File: config.mk
export PLATFORM = sky130hd
export DESIGN_NAME = lcd_serial_tx
export DESIGN_NICKNAME = d
export VERILOG_FILES = /design/src/rtl/lst_pkg.sv /design/src/rtl/lst_bit_tick.sv /design/src/rtl/lst_lane_shift.sv /design/src/rtl/lcd_serial_tx.sv
export SDC_FILE = /design/constraint.sdc
export NUM_CORES = 1
export LEC_CHECK = 0
export CORE_MARGIN = 2
export CORE_UTILIZATION = 40
export CTS_CLUSTER_DIAMETER = 150
export DETAILED_ROUTE_END_ITERATION = 7
export PLACE_DENSITY = 0.61
export SYNTH_ARGS = -nofsm -noshare
export SYNTH_HDL_FRONTEND = slang
export SYNTH_SLANG_ARGS = --single-unit
File: constraint.sdc
create_clock -name clk -period 4.6 [get_ports clk]
set_input_delay 0.92 -clock clk [delete_from_list [all_inputs] [get_ports clk]]
set_output_delay 0.92 -clock clk [all_outputs]
set_load 0.01 [all_outputs]
File: src/rtl/lst_pkg.sv
package lst_pkg;
   typedef enum logic [1:0] {
      WM_PAR  = 2'd0,
      WM_3W   = 2'd1,
      WM_4W   = 2'd2,
      WM_QUAD = 2'd3
   } wire_mode_e;

   typedef enum logic [1:0] {
      SQ_IDLE  = 2'd0,
      SQ_NEXT  = 2'd1,
      SQ_SHIFT = 2'd2
   } sq_state_e;

   typedef enum logic [1:0] {
      PH_CMD   = 2'd0,
      PH_ADDR  = 2'd1,
      PH_DUMMY = 2'd2,
      PH_DATA  = 2'd3
   } phase_e;

   typedef struct packed {
      wire_mode_e mode;
      logic       cpol;
      logic       cpha;
      logic       cmd_en;
      logic       cmd_q;
      logic       addr_q;
      logic       data_q;
      logic [1:0] addr_last;
      logic       cs_keep;
   } txn_cfg_t;
endpackage

File: src/rtl/lst_bit_tick.sv
module lst_bit_tick #(
   parameter int HALF = 2
) (
   input  logic clk,
   input  logic rst_n,
   input  logic run,
   output logic second_half,
   output logic bit_end
);
   localparam int BIT_LEN = 2 * HALF;
   localparam int CW      = $clog2(BIT_LEN);

   initial assert (HALF >= 1) else $error("lst_bit_tick: HALF must be 1 or more");

   generate
      if (HALF == 1) begin : g_toggle
         logic ph;
         always_ff @(posedge clk or negedge rst_n) begin
            if (!rst_n) ph <= 1'b0;
            else        ph <= run ? ~ph : 1'b0;
         end
         assign second_half = ph;
         assign bit_end     = run & ph;
      end else begin : g_count
         logic [CW-1:0] cnt;
         always_ff @(posedge clk or negedge rst_n) begin
            if (!rst_n)                          cnt <= '0;
            else if (!run)                       cnt <= '0;
            else if (cnt == CW'(BIT_LEN - 1))    cnt <= '0;
            else                                 cnt <= cnt + 1'b1;
         end
         assign second_half = (cnt >= CW'(HALF));
         assign bit_end     = run && (cnt == CW'(BIT_LEN - 1));

         // every bit starts from the beginning of its period
         a_r9_bit_starts_clean: assert property (@(posedge clk) disable iff (!rst_n)
            $rose(run) |-> (cnt == '0));
      end
   endgenerate
endmodule

File: src/rtl/lst_lane_shift.sv
module lst_lane_shift #(
   parameter int LANES = 4
) (
   input  logic             clk,
   input  logic             rst_n,
   input  logic             load,
   input  logic             shift,
   input  logic             quad,
   input  logic [8:0]       load_val,
   output logic [LANES-1:0] lanes
);
   localparam int SW = 9;

   initial assert (LANES == 4) else $error("lst_lane_shift: four lanes expected");

   logic [SW-1:0] sh;
   logic          q;

   always_ff @(posedge clk or negedge rst_n) begin
      if (!rst_n) begin
         sh <= '0;
         q  <= 1'b0;
      end else if (load) begin
         sh <= load_val;
         q  <= quad;
      end else if (shift) begin
         sh <= q ? {sh[SW-5:0], 4'b0000} : {sh[SW-2:0], 1'b0};
      end
   end

   assign lanes = q ? sh[SW-1:SW-4] : {{(LANES-1){1'b0}}, sh[SW-1]};
endmodule

File: src/rtl/lcd_serial_tx.sv
module lcd_serial_tx
   import lst_pkg::*;
#(
   parameter int HALF_CYC = 2,
   parameter int CNT_W    = 24,
   parameter int DUM_W    = 8
) (
   input  logic             clk,
   input  logic             rst_n,
   input  logic             start,
   input  logic [1:0]       mode,
   input  logic [1:0]       clk_mode,
   input  logic             cmd_skip,
   input  logic             cmd_quad,
   input  logic             addr_quad,
   input  logic             data_quad,
   input  logic [1:0]       addr_len,
   input  logic [31:0]      addr,
   input  logic [DUM_W-1:0] dummy_cyc,
   input  logic [7:0]       cmd,
   input  logic [CNT_W-1:0] data_cnt,
   input  logic             cs_keep,
   input  logic [7:0]       in_data,
   input  logic             in_valid,
   output logic             in_ready,
   input  logic             tc_clr,
   input  logic             tc_mask,
   output logic             sclk,
   output logic             cs_n,
   output logic             dc,
   output logic [3:0]       sdo,
   output logic             busy,
   output logic             tc_flag,
   output logic             irq
);
   localparam int SLOT_W = (DUM_W > 4) ? DUM_W : 4;

   initial assert (CNT_W >= 1 && DUM_W >= 1 && HALF_CYC >= 1)
      else $error("lcd_serial_tx: widths and HALF_CYC must be positive");

   txn_cfg_t          cfg;
   sq_state_e         st;
   phase_e            ph, nxt_ph;
   logic [7:0]        cmd_r;
   logic [31:0]       addr_r;
   logic [DUM_W-1:0]  dummy_r;
   logic [CNT_W-1:0]  rem;
   logic [2:0]        aidx;
   logic [SLOT_W-1:0] slots, ld_slots;
   logic              dummy_u;
   logic              ld, ld_quad, ld_dc, ld_dummy, take, finish;
   logic [8:0]        ld_val;
   logic              half, bend, shf;
   logic [3:0]        lane_out;
   logic              three, quad_m;
   logic [7:0]        aby;

   assign three  = (cfg.mode == WM_3W);
   assign quad_m = (cfg.mode == WM_QUAD);
   assign aby    = addr_r[{aidx[1:0], 3'b000} +: 8];

   function automatic logic [SLOT_W-1:0] unit_slots(input logic q, input logic t);
      return q ? SLOT_W'(2) : (t ? SLOT_W'(9) : SLOT_W'(8));
   endfunction

   // phase selection at each unit boundary
   always_comb begin
      ld       = 1'b0;
      ld_val   = '0;
      ld_quad  = 1'b0;
      ld_dc    = 1'b1;
      ld_dummy = 1'b0;
      ld_slots = '0;
      take     = 1'b0;
      finish   = 1'b0;
      nxt_ph   = ph;
      if (st == SQ_NEXT) begin
         unique case (ph)
            PH_CMD: begin
               nxt_ph = PH_ADDR;
               if (cfg.cmd_en) begin
                  ld       = 1'b1;
                  ld_dc    = 1'b0;
                  ld_quad  = quad_m & cfg.cmd_q;
                  ld_val   = three ? {1'b0, cmd_r} : {cmd_r, 1'b0};
                  ld_slots = unit_slots(ld_quad, three);
               end
            end
            PH_ADDR: begin
               if (quad_m && (aidx <= {1'b0, cfg.addr_last})) begin
                  ld       = 1'b1;
                  ld_quad  = cfg.addr_q;
                  ld_val   = {aby, 1'b0};
                  ld_slots = unit_slots(ld_quad, 1'b0);
               end else begin
                  nxt_ph = PH_DUMMY;
               end
            end
            PH_DUMMY: begin
               nxt_ph = PH_DATA;
               if (dummy_r != '0) begin
                  ld       = 1'b1;
                  ld_dummy = 1'b1;
                  ld_slots = SLOT_W'(dummy_r);
               end
            end
            PH_DATA: begin
               if (rem == '0) begin
                  finish = 1'b1;
               end else if (in_valid) begin
                  ld       = 1'b1;
                  take     = 1'b1;
                  ld_quad  = quad_m & cfg.data_q;
                  ld_val   = three ? {1'b1, in_data} : {in_data, 1'b0};
                  ld_slots = unit_slots(ld_quad, three);
               end
            end
            default: ;
         endcase
      end
   end

   assign in_ready = (st == SQ_NEXT) && (ph == PH_DATA) && (rem != '0);
   assign busy     = (st != SQ_IDLE);
   assign shf      = (st == SQ_SHIFT) && bend && (slots != SLOT_W'(1));

   always_ff @(posedge clk or negedge rst_n) begin
      if (!rst_n) begin
         st      <= SQ_IDLE;
         ph      <= PH_CMD;
         cfg     <= '0;
         cmd_r   <= '0;
         addr_r  <= '0;
         dummy_r <= '0;
         rem     <= '0;
         aidx    <= '0;
         slots   <= '0;
         dummy_u <= 1'b0;
         cs_n    <= 1'b1;
         dc      <= 1'b0;
         tc_flag <= 1'b0;
      end else begin
         if (tc_clr) tc_flag <= 1'b0;
         unique case (st)
            SQ_IDLE: begin
               if (start && (mode != WM_PAR)) begin
                  cfg.mode      <= wire_mode_e'(mode);
                  cfg.cpol      <= clk_mode[1];
                  cfg.cpha      <= clk_mode[0];
                  cfg.cmd_en    <= ~cmd_skip;
                  cfg.cmd_q     <= cmd_quad;
                  cfg.addr_q    <= addr_quad;
                  cfg.data_q    <= data_quad;
                  cfg.addr_last <= addr_len;
                  cfg.cs_keep   <= cs_keep;
                  cmd_r         <= cmd;
                  addr_r        <= addr;
                  dummy_r       <= dummy_cyc;
                  rem           <= data_cnt;
                  aidx          <= '0;
                  ph            <= PH_CMD;
                  st            <= SQ_NEXT;
                  cs_n          <= 1'b0;
               end
            end
            SQ_NEXT: begin
               ph <= nxt_ph;
               if (ld) begin
                  st      <= SQ_SHIFT;
                  slots   <= ld_slots;
                  dummy_u <= ld_dummy;
                  dc      <= three ? 1'b0 : ld_dc;
               end
               if (ld && (ph == PH_ADDR)) aidx <= aidx + 1'b1;
               if (take) rem <= rem - 1'b1;
               if (finish) begin
                  st      <= SQ_IDLE;
                  cs_n    <= ~cfg.cs_keep;
                  dc      <= 1'b0;
                  tc_flag <= 1'b1;
               end
            end
            SQ_SHIFT: begin
               if (bend) begin
                  slots <= slots - 1'b1;
                  if (slots == SLOT_W'(1)) st <= SQ_NEXT;
               end
            end
            default: st <= SQ_IDLE;
         endcase
      end
   end

   lst_bit_tick #(.HALF(HALF_CYC)) u_tick (
      .clk         (clk),
      .rst_n       (rst_n),
      .run         (st == SQ_SHIFT),
      .second_half (half),
      .bit_end     (bend)
   );

   lst_lane_shift #(.LANES(4)) u_shift (
      .clk      (clk),
      .rst_n    (rst_n),
      .load     (ld),
      .shift    (shf),
      .quad     (ld_quad),
      .load_val (ld_val),
      .lanes    (lane_out)
   );

   assign sdo = (st == SQ_SHIFT) ? lane_out : 4'b0000;

   always_comb begin
      if (st == SQ_SHIFT)  sclk = cfg.cpol ^ (cfg.cpha ? ~half : half);
      else if (busy)       sclk = cfg.cpol;
      else                 sclk = clk_mode[1];
   end

   assign irq = tc_flag & ~tc_mask;

   a_r11_cs_low_while_busy: assert property (@(posedge clk) disable iff (!rst_n)
      busy |-> !cs_n);

   a_r10_ready_only_busy: assert property (@(posedge clk) disable iff (!rst_n)
      in_ready |-> busy);

   a_r12_flag_at_end: assert property (@(posedge clk) disable iff (!rst_n)
      $rose(tc_flag) |-> ($past(busy) && !busy));

   a_r1_reject_parallel: assert property (@(posedge clk) disable iff (!rst_n)
      (!busy && start && (mode == 2'd0)) |=> !busy);

   a_r8_dummy_lines_low: assert property (@(posedge clk) disable iff (!rst_n)
      ((st == SQ_SHIFT) && dummy_u) |-> (sdo == 4'b0000));
endmodule

==> metrics, run 1 <==
TritonCTS Buffers=17; # hold bufs at CTS=0; PwrDens=620 nW/um2; initial DRC count=436; Die W=133 um; CTS Buffer Depth=2; sequential share of the synthesized area=0.426; combinational share of power=0.408; ys async rst share=1.00; Worst Hold Class=in -> async; Compound-Gate Fraction of Synth Area=0.177; Post-Synth Simple-Gate Area=0.227; Crit. path cell count=4; die height=133 um; final worst slack=0.860 ns; Yosys warnings=0; routed len/inst=16.9 um; final hold vios=0; reg2reg path depth=6; Yosys reg bits=113; total setup buffers inserted after CTS=0; clock edge transition at the registers on the reported setup and hold paths=~0.060 ns; commonest non-fill, non-tap cell in the layout=nand2_1; Crit path arrival time=around 2.8 ns; most frequent cells in the layout=nand2_1 (195), dfrtp_1 (112), clkdlybuf4s50_1 (106); Max-Cap Viols=0; via density per instance=approximately 5.6; synth unique cells=73; routed wire length=18200 um; cells after synthesis=753; number of global-route vias before repair=5979; Mean Syn Cell Area=just under 9 um2; layout cells sized above 1=0.0915; internal power=3.08 mW; largest family of logic cells by synthesized area=simple AND/OR/NAND/NOR gates; n_diodes=0; clk_lat worst skew=0.42 ns; CTS tree=built; synthesis-to-finish area growth=26.6%; Setup-failing EPs final=0; Slowest-stage cell, CP=and3_1; largest net degree at the start of global routing=just under 60; worst path cell trace=nor4_1 > and3_1 > a21oi_1 > clkdlybuf4s50_1; Switching Fraction=0.410; depth of the CTS H-tree=4; worst path bufs/invs=1; ys flop type=dfrtp_1; setup TNS=0 ns; sw power=2.14 mW; Sink Count=113; die footprint=17700 um2; Core Box Area=~16000 um2; drt pass-1 iters=5; Initial Util=0.405; Final ANT Viol Nets=0; Clock Tree Root=clkbuf_16; worst slack, placed=1.24 ns; leakage power=between 3 and 4 nW; Max Clock Skew=approximately 0.0070 ns; Via Count=5960; Max-slew headroom=0.169; gpl congestion=0.824; Peak supply drop=0.386 mV; Port Buffer Count=107; Post-synth EDFFs=0; Tmin final=approximately 3.7 ns; post_cts resized=0; mux cell area share after synthesis=0.0973; Rows=47; Period Utilization, post-route=0.813; Ports=108; DRC errors left=0; Peak Freq=267 MHz; crit path max fanout=15; Crit Path Class=reg -> out; Final #Nets=948; WP data required=3.68 ns; HPWL after DPL=approximately 13000 um; sequential share of power=0.350; status=complete, no violations; first-pass GRT wire length=30700 um; initial antenna violation count=0; Clock Power Share=0.243; RSZ-0062 raised after global routing=false; All-Layer GR Usage=0.216; Worst Setup End Kind=output pin; Post-Syn Nets=862; xor/xnor share of the synthesized area=0.00132; grt ovf=0; Adder-Cell Fraction of Synth Area=0.0226; slew at the pin closest to its max-slew limit=1.24 ns; Slew Limit Fails=0; synthesized area=6650 um2; CP delay by family, top=simple AND/OR/NAND/NOR gates; # fillers=1526; Startpoint Class=flip-flop; Crit path largest cell delay=0.69 ns
==> Yosys cell counts (3+ instances only) <==
cell type / count / area [um2]
o32ai_1: 9 / 78.8
buf_2: 9 / 45.0
and2_1: 3 / 18.8
dfrtp_1: 112 / 2800
nor3_1: 17 / 85.1
o21bai_1: 10 / 75.1
or4_1: 4 / 30.0
a22oi_1: 7 / 52.6
a31oi_1: 13 / 81.3
nand3_1: 16 / 80.1
buf_1: 7 / 26.3
mux2i_1: 41 / 410
a211oi_1: 12 / 90.1
nor2b_1: 8 / 50.1
mux2_2: 5 / 56.3
o21ai_0: 19 / 95.1
inv_1: 29 / 109
ha_1: 12 / 150
and3_1: 12 / 75.1
nand2b_1: 4 / 25.0
nor4_1: 3 / 18.8
clkbuf_1: 29 / 109
o21ai_1: 4 / 20.0
nor2_1: 39 / 146
o22a_1: 8 / 70.1
buf_6: 3 / 33.8
o22ai_1: 10 / 62.6
nand2_1: 195 / 732
mux4_2: 8 / 180
a21oi_1: 35 / 175
nand4_1: 9 / 56.3
o211ai_1: 7 / 52.6
==> final timing paths <==
check,startpoint,endpoint,slack [ns]
worst max-delay path,rem[16],in_ready,0.86
worst min-delay path,rst_n,u_shift.sh[6],0.43
worst max register to register,aidx[0],slots[6],1.30
worst min register to register,cfg[0],cs_n,0.43
max in group asynchronous,rst_n,rem[8],3.25
min in group clk,cfg[0],cs_n,0.43
==> cell families (layout without fill, tap and decap cells) <==
family / count (synthesis) / in the layout
buffers and inverters: 78 / 177
flip-flops: 113 / 113
multiplexers: 54 / 54
AND/OR/NAND/NOR: 328 / 328
XOR/XNOR: 1 / 1
AO/OA/AOI/OAI: 167 / 167
adder cells (fa/ha/maj): 12 / 12
==> sequential cells by signal, summed over array words and instances, names as in the netlist <==
register / flops
cfg: 11
tc_flag: 1
rem: 24
u_shift.sh: 9
u_shift.q: 1
aidx: 3
u_tick.g_count.cnt: 2
dummy_r: 8
cmd_r: 8
slots: 8
st: 2
dc: 1
cs_n: 1
addr_r: 32
ph: 2
==> through the flow <==
step,power (mW),std cells,hold slack [ns],util,instance area (um2)
2_1_floorplan,3.32,753,0.403,-,6650
3_3_place_gp,3.87,1040,0.415,0.478,7850
3_5_place_dp,3.95,1040,0.427,0.478,7850
4_1_cts,5.24,1072,0.435,0.513,8420
5_1_grt,5.63,1072,0.456,0.513,8420
6_report,5.22,1072,0.434,0.513,8420
==> per-layer routing <==
metal  up-vias  global-route usage  wire [um]
li1       2858                   -          -
met1      2911               0.298       8390
met2       177               0.348       8770
met3        14              0.0464        859
met4         0              0.0502        136
met5         -                   0          0
==> cell type report <==
type,count,area [um2],area share
Timing Repair Buffer,116,1140,0.135
Inverter,29,109,0.0129
Clock inverter,14,130,0.0155
Multi-Input combinational cell,562,3500,0.416
Tap cell,220,275,0.0327
Clock buffer,18,439,0.0522
Sequential cell,113,2830,0.336
==> power by group through the flow <==
stage	Clock [mW]	Sequential (mW)	Combinational [mW]
final	1.27	1.83	2.13
after global routing	1.34	1.90	2.39
after CTS	1.29	1.82	2.13
after detailed placement	0	1.84	2.11
after global placement	0	1.82	2.05
after floorplan	0	1.68	1.65
Power figures use the tool's default switching activity.
==> run 2, diff against run 1 <==
- PLACE_DENSITY: 0.61 -> 0.63
- clock period: 4.6 -> 3.28 ns (I/O delays scaled with it)
==> metrics, run 2 (synthesized netlist as in run 1, its figures left out) <==
layout cells sized above 1=0.104; Sink Count=between 100 and 150; Max-slew headroom=0.320; Via Count=6048; # fillers=1503; Initial Util=0.405; routed len/inst=16.9 um; routed wire length=around 18000 um; Final ANT Viol Nets=0; clk_lat worst skew=0.42 ns; register area=about 2800 um2; via density per instance=5.58; Post-Layout Cell Count=1084; initial DRC count=450; Max Clock Skew=a little under 0.009 ns; CTS Buffer Depth=2; Startpoint Class=flip-flop; Slew Limit Fails=0; multi-input logic area=3500 um2; Final #Nets=960; R2R setup slack=around 0.53 ns; Final Cell Area=8510 um2; Ports=~110; reg2reg path depth=8; Die W=133 um; M1 GR Usage=0.284; gpl congestion=just under 0.9; grt ovf=0; CTS tree=built; Setup-failing EPs final=0; synthesis-to-finish area growth=28.0%; Clock Tree Root=clkbuf_16; most frequent cells in the layout=nand2_1 (195), dfrtp_1 (112), clkdlybuf4s50_1 (106); Rows=47; status=complete, no violations; slew at the pin closest to its max-slew limit=1.02 ns; GR Layer Usage met2=0.356; number of global-route vias before repair=6000; Port Buffer Count=107; first-pass GRT wire length=30500 um; Period Utilization, post-route=0.958; Largest register FFs=32; Crit Path Class=reg -> out; Crit path arrival time=2.49 ns; Core Box Area=16400 um2; # hold bufs at CTS=0; M3 GR Usage=0.0452; clock edge transition at the registers on the reported setup and hold paths=0.05 ns; WP data required=2.62 ns; All-Layer GR Usage=0.216; drt pass-1 iters=5; Reg-to-Reg Start=rem[0]; n_diodes=0; final hold vios=0; post_cts resized=0; CP Launch Point=rem[0]; biggest regs=addr_r (32), rem (24), cfg (11); TritonCTS Buffers=17; commonest non-fill, non-tap cell in the layout=nand2_1; setup TNS=0 ns; Peak supply drop=slightly below 0.5 mV; DP Cell Count=roughly 1100; Worst Hold Class=in -> async; Setup crit end=in_ready; die height=approximately 130 um; depth of the CTS H-tree=4; total setup buffers inserted after CTS=0; PwrDens=870 nW/um2; DRC errors left=0; Max-Cap Viols=0; crit path max fanout=5; die footprint=17700 um2; RSZ-0062 raised after global routing=false; initial antenna violation count=0; Peak Freq=318 MHz; Top reg by flops=addr_r; largest net degree at the start of global routing=59; Placement Cell Area=7940 um2; leakage power=3.74 nW; Worst Setup End Kind=output pin; HPWL after DPL=roughly 13000 um; Tmin final=3.14 ns; Worst R2R End=rem[21]; most used routing layer=met2
==> run 2: worst max-delay path, cell delays in order (launching register included) <==
cell             delay (ns)
dfrtp_1                0.39
inv_1                  0.11
ha_1                   0.22
nor4b_2                0.44
and4_1                 0.31
a21oi_1                0.11
clkdlybuf4s50_1        0.49
==> run 2: per-stage QoR <==
step | total power, mW | hold slack (ns) | utilization | worst slack (ns)
2_1_floorplan | 4.66 | 0.360 | - | 1.01
3_3_place_gp | 5.49 | 0.413 | 0.484 | 0.307
3_5_place_dp | 5.62 | 0.422 | 0.484 | 0.288
4_1_cts | 7.43 | 0.289 | 0.519 | 0.154
5_1_grt | 7.96 | 0.328 | 0.519 | 0.0166
6_report | 7.40 | 0.273 | 0.519 | 0.137
==> run 2: per-layer routing <==
layer,share of wire,vias to the layer above
met3,0.054,30
met5,0,-
met2,0.48,194
li1,-,2878
met4,0.019,0
met1,0.44,2946
==> run 2: final cells by class <==
| cell class | count | share of cell area |
|---|---|---|
| Sequential cell | 113 | 0.332 |
| Inverter | 29 | 0.0128 |
| Multi-Input combinational cell | 562 | 0.411 |
| Clock inverter | 14 | 0.0154 |
| Timing Repair Buffer | 128 | 0.144 |
| Tap cell | 220 | 0.0324 |
| Clock buffer | 18 | 0.0516 |
==> run 2: how the worst min path moves through the flow <==
stage | startpoint | end | slack (ns) | cells after the start
2_1_floorplan | rst_n | addr_r[0] | 0.36 | 0
3_3_place_gp | cfg[0] | cs_n | 0.41 | 1
3_5_place_dp | cfg[0] | cs_n | 0.42 | 1
4_1_cts | rst_n | cmd_r[1] | 0.29 | 1
5_1_grt | rst_n | dummy_r[0] | 0.33 | 1
6_report | rst_n | dummy_r[0] | 0.27 | 1
==> run 2: report_power, final <==
part / switching (mW) / internal, mW / total (mW)
clock network: 0.707 / 1.07 / 1.78
logic: 1.76 / 1.34 / 3.09
registers: 0.552 / 1.98 / 2.54
